<file path="src/rtl/ctlp_pkg.sv">
package ctlp_pkg;

    localparam int REG_AW = 7;
    localparam int DATA_W = 8;

    typedef enum logic [1:0] {
        ST_IDENT = 2'd0,
        ST_PTR   = 2'd1,
        ST_DATA  = 2'd2,
        ST_DROP  = 2'd3
    } frame_st_t;

    typedef struct packed {
        logic [REG_AW-1:0] addr;
        logic [DATA_W-1:0] data;
    } wr_req_t;

    // Identifier in bits 7:1, direction in bit 0 (0 = write)
    function automatic logic ident_ok(input logic [7:0] b, input logic [6:0] id);
        return (b[7:1] == id) && !b[0];
    endfunction

    // Pointer step with natural wrap at the top of the address space
    function automatic logic [REG_AW-1:0] ptr_step(input logic [REG_AW-1:0] p);
        return p + 1'b1;
    endfunction

endpackage

</file>
<file path="src/rtl/ctlp_sync.sv">
module ctlp_sync #(
    parameter int W = 3
) (
    input  logic         clk,
    input  logic         rst,
    input  logic [W-1:0] pin_i,
    output logic [W-1:0] lvl_o,
    output logic [W-1:0] rise_o,
    output logic [W-1:0] fall_o
);
    generate
        for (genvar g = 0; g < W; g++) begin : g_bit
            logic s1, s2, s3;
            always_ff @(posedge clk) begin
                if (rst) begin
                    s1 <= 1'b0;
                    s2 <= 1'b0;
                    s3 <= 1'b0;
                end else begin
                    s1 <= pin_i[g];
                    s2 <= s1;
                    s3 <= s2;
                end
            end
            assign lvl_o[g]  = s2;
            assign rise_o[g] = s2 & ~s3;
            assign fall_o[g] = ~s2 & s3;
        end
    endgenerate
endmodule

</file>
<file path="src/rtl/ctlp_mode_latch.sv">
module ctlp_mode_latch (
    input  logic clk,
    input  logic rst,
    input  logic sel_fall_i,
    output logic mode_o
);
    always_ff @(posedge clk) begin
        if (rst)
            mode_o <= 1'b0;
        else if (sel_fall_i)
            mode_o <= 1'b1;
    end
endmodule

</file>
<file path="src/rtl/ctlp_frame.sv">
module ctlp_frame
    import ctlp_pkg::*;
#(
    parameter logic [6:0] CHIP_ID = 7'b0010000
) (
    input  logic    clk,
    input  logic    rst,
    input  logic    enable_i,
    input  logic    sel_lvl_i,
    input  logic    sclk_rise_i,
    input  logic    sdi_lvl_i,
    output logic    stb_o,
    output wr_req_t req_o
);
    localparam int CNT_W = $clog2(DATA_W);

    frame_st_t         st;
    logic [CNT_W-1:0]  bitcnt;
    logic [DATA_W-2:0] shreg;
    logic [REG_AW-1:0] ptr;
    logic              step_en;
    logic [DATA_W-1:0] byte_w;

    assign byte_w = {shreg, sdi_lvl_i};

    always_ff @(posedge clk) begin
        if (rst) begin
            st      <= ST_IDENT;
            bitcnt  <= '0;
            shreg   <= '0;
            ptr     <= '0;
            step_en <= 1'b0;
            stb_o   <= 1'b0;
            req_o   <= '0;
        end else begin
            stb_o <= 1'b0;
            if (sel_lvl_i) begin
                st     <= ST_IDENT;
                bitcnt <= '0;
            end else if (sclk_rise_i && enable_i) begin
                shreg  <= byte_w[DATA_W-2:0];
                bitcnt <= bitcnt + 1'b1;
                if (bitcnt == CNT_W'(DATA_W-1)) begin
                    case (st)
                        ST_IDENT: st <= ident_ok(byte_w, CHIP_ID) ? ST_PTR : ST_DROP;
                        ST_PTR: begin
                            step_en <= byte_w[7];
                            ptr     <= byte_w[REG_AW-1:0];
                            st      <= ST_DATA;
                        end
                        ST_DATA: begin
                            stb_o      <= 1'b1;
                            req_o.addr <= ptr;
                            req_o.data <= byte_w;
                            if (step_en)
                                ptr <= ptr_step(ptr);
                        end
                        default: st <= ST_DROP;
                    endcase
                end
            end
        end
    end
endmodule

</file>
<file path="src/rtl/spi_regwr_port.sv">
module spi_regwr_port
    import ctlp_pkg::*;
#(
    parameter logic [6:0] CHIP_ID = 7'b0010000
) (
    input  logic        clk,
    input  logic        rst,
    input  logic        sel_n_i,
    input  logic        sclk_i,
    input  logic        sdi_i,
    output logic        spi_mode_o,
    output logic        wr_stb_o,
    output logic [6:0]  wr_addr_o,
    output logic [7:0]  wr_data_o
);
    logic [2:0] lvl, rise, fall;
    wr_req_t    req;

    ctlp_sync #(.W(3)) u_sync (
        .clk    (clk),
        .rst    (rst),
        .pin_i  ({sdi_i, sclk_i, sel_n_i}),
        .lvl_o  (lvl),
        .rise_o (rise),
        .fall_o (fall)
    );

    ctlp_mode_latch u_mode (
        .clk        (clk),
        .rst        (rst),
        .sel_fall_i (fall[0]),
        .mode_o     (spi_mode_o)
    );

    ctlp_frame #(.CHIP_ID(CHIP_ID)) u_frame (
        .clk         (clk),
        .rst         (rst),
        .enable_i    (spi_mode_o),
        .sel_lvl_i   (lvl[0]),
        .sclk_rise_i (rise[1]),
        .sdi_lvl_i   (lvl[2]),
        .stb_o       (wr_stb_o),
        .req_o       (req)
    );

    assign wr_addr_o = req.addr;
    assign wr_data_o = req.data;

    logic unused_ok;
    assign unused_ok = &{1'b0, rise[0], rise[2], fall[2:1]};
endmodule

</file>
<file path="config.mk">
export PLATFORM = sky130hd
export DESIGN_NAME = spi_regwr_port
export DESIGN_NICKNAME = d
export VERILOG_FILES = /design/src/rtl/ctlp_pkg.sv /design/src/rtl/ctlp_sync.sv /design/src/rtl/ctlp_mode_latch.sv /design/src/rtl/ctlp_frame.sv /design/src/rtl/spi_regwr_port.sv
export SDC_FILE = /design/constraint.sdc
export NUM_CORES = 1
export LEC_CHECK = 0
export ABC_AREA = 1
export BUFFER_PORTS_ARGS = -buffer_cell sky130_fd_sc_hd__clkbuf_2
export CAP_MARGIN = 20
export CORE_MARGIN = 2
export CORE_UTILIZATION = 40
export DETAILED_ROUTE_END_ITERATION = 7
export PLACE_DENSITY_LB_ADDON = 0.05
export SLEW_MARGIN = 20
export SYNTH_ARGS = -nofsm -noshare
export SYNTH_HDL_FRONTEND = slang
export SYNTH_SLANG_ARGS = --single-unit
</file>
<file path="constraint.sdc">
create_clock -name clk -period 2.6 [get_ports clk]
set_clock_uncertainty 0.15 [all_clocks]
set_input_delay 0.39 -clock clk [delete_from_list [all_inputs] [get_ports clk]]
set_output_delay 0.39 -clock clk [all_outputs]
set_load 0.01 [all_outputs]
</file>
==> results_dict.tcl <==
set metrics [dict create \
    ios 22 \
    root_buffer "clkbuf_8" \
    drive_above_1_share_pct 21.1 \
    dp_hpwl_mm 2.71 \
    drt-initial-drc-count 74 \
    met3_usage_pct 3.87 \
    wl_per_cell_um 11.6 \
    synth_edf_count 0 \
    fmax_ghz 0.609 \
    crit_type "flop to flop" \
    hold_buffers 0 \
    synth_seq_cells 45 \
    cp-end-kind "flop" \
    hold_viol_final 0 \
    min_period_over_period_pct 63.2 \
    syn_inst 238 \
    synth_top_family_by_area "simple AND/OR/NAND/NOR gates" \
    routed_wirelength_mm 3.65 \
    rsz0062_at_grt "no" \
    vias 1492 \
    vias_per_cell 4.74 \
    port_buffers 21 \
    synth_area_per_cell_um2 7.98 \
    dp_slack_ns 0.948 \
    use_met2_pct 27.2 \
    syn2layout_area_growth_pct 13.1 \
    gp_congestion 0.797 \
    cts_tree "yes" \
    synth_fp_nets 246 \
    arrival_ns 1.68 \
    core_area_um2 4660 \
    fin_crit_ns 1.64 \
    antenna_found_initial 0 \
    yosys.area_share.simple_pct 25.6 \
    cts_setup_buffers 0 \
    hp-class "input port to flop" \
    start_kind "flop" \
    clk-insertion-delay-late_ns 0.29 \
    numClockSinks 45 \
    r2r-start "u_frame.bitcnt[0]" \
    final_cells 315 \
    use_met1_pct 18.7 \
    relSlewSlack_pct 74.7 \
    ir_drop_v 0.000285 \
    synth_adder_area_share_pct 1.98 \
    min_from "sel_n_i" \
    crit_start "u_frame.bitcnt[0]" \
    fin_nets 268 \
    start_util_pct 40.7 \
    clk_pin_slew_ns 0.08 \
    cts_max_path_buffers 2 \
    maxCapViolCount 0 \
    worst_slew_pin_slew_ns 0.379 \
    mostFrequentLayoutCell "dfxtp_1" \
    mostFrequentLayoutCells "45 x dfxtp_1, 40 x nor2_1, 32 x nand2_1" \
    cts_resized 0 \
    path_max_fanout 9 \
    synth_compound_area_share_pct 15.9 \
    synth-xor-area-share_pct 0 \
    htree_levels 2 \
    async_flop_share_pct 0 \
    placed_area_um2 2030 \
    dr.pass1.iters 4 \
    final_antenna_net_count 0 \
    stdcell_area_um2 2150 \
    syn_area_um2 1900 \
    grt_max_degree 26 \
    fp.dieH_um 72.9 \
    power.density_nw_per_um2 590 \
    grt.busiest_layer "met2" \
    antenna_cells 0 \
    grt.overflow.total 0 \
    crit_required_ns 2.64 \
    dieArea_um2 5310 \
    synthFlopType "dfxtp_1" \
    chipWidth_um 72.9 \
    dp_cells 307 \
    ys_warn_count 0 \
    worst_slack_ns 0.958 \
    leakage_uw 0.000884 \
    drc 0 \
    cts_made_buffers 5 \
    synth_cell_type_count 30 \
    grt_pass1_wl_mm 6.33 \
    run_status "finished clean" \
    track_usage_pct 15.6 \
    grt_pass1_vias 1397 \
    rows 25 \
    finalSetupViolCount 0 \
    setup-tns-final_ns 0 \
    slew_viol_final 0 \
    ys_seq_area_share_pct 47.5 \
    muxShareOfSynthArea_pct 0 \
]
[cells by family after synthesis]
kind of cell | Yosys count
simple gates | 99
compound gates | 53
flops | 45
buf+inv | 38
fa+ha+maj | 3
[metrics by stage]
stage	total power (µW)	util (%)	hold WS (ns)
after floorplan	740	-	0.238
after global placement	751	43.6	0.241
after detailed placement	751	43.6	0.247
after CTS	1290	46.1	0.116
after global routing	1320	46.1	0.121
final	1270	46.1	0.132
[per-layer routing]
metal	vias up	wire length, µm
met1	658	1780
met5	-	0
met4	0	29
met3	2	92
met2	19	1750
li1	813	-
[worst paths after layout]
path	to	slack, ns	cells past startpoint
min reg2reg	u_sync.g_bit[0].s2	0.25	2
max	u_frame.ptr[5]	0.96	9
max reg2reg	u_frame.ptr[5]	0.96	9
min	u_sync.g_bit[0].s1	0.13	3
[Yosys cell counts, types with 3 or more instances]
cell | n | area share (%)
dfxtp_1 | 45 | 47
nor2_1 | 40 | 7.9
nand2_1 | 32 | 6.3
inv_1 | 24 | 4.7
o21ai_0 | 18 | 4.7
a21oi_1 | 17 | 4.5
nand3_1 | 15 | 4.0
o21ai_1 | 7 | 1.8
o21ai_2 | 6 | 2.8
inv_2 | 5 | 0.99
ha_1 | 3 | 2.0
nand3_4 | 3 | 2.8
[critical path, cell delays in order, from the launching register on]
cell	delay, ns
dfxtp_1	0.34
ha_1	0.16
ha_1	0.27
inv_1	0.08
nor2_2	0.12
nand3_4	0.15
inv_4	0.11
nand2_1	0.06
nand2_1	0.05
nor2_1	0.04
[power breakdown]
part           internal (µW)  total [µW]  leakage [µW]  switching (µW)
registers                695         700      0.000364            5.32
logic                   10.6        32.7      0.000461            22.0
clock network            313         533     0.0000585             220
total                   1020        1270      0.000884             247
[flip-flops by register name, summed over array words and instances (netlist names)]
register / count
u_frame.st: 2
u_sync.g_bit.s2: 3
u_frame.stb_o: 1
u_sync.g_bit.s1: 3
u_sync.g_bit.s3: 2
u_frame.req_o: 15
u_frame.ptr: 7
u_frame.step_en: 1
u_frame.shreg: 7
u_frame.bitcnt: 3
u_mode.mode_o: 1
[final cells by class]
class | instances | area, µm²
well taps | 54 | 67.6
inverters | 31 | 124
clock buffers | 7 | 86.3
multi-input cells | 155 | 826
flip-flops and latches | 45 | 901
repair buffers | 22 | 113
fillers | 485 | 2510
clock inverters | 1 | 30.0
No activity file was read; power rests on OpenSTA's default activity.
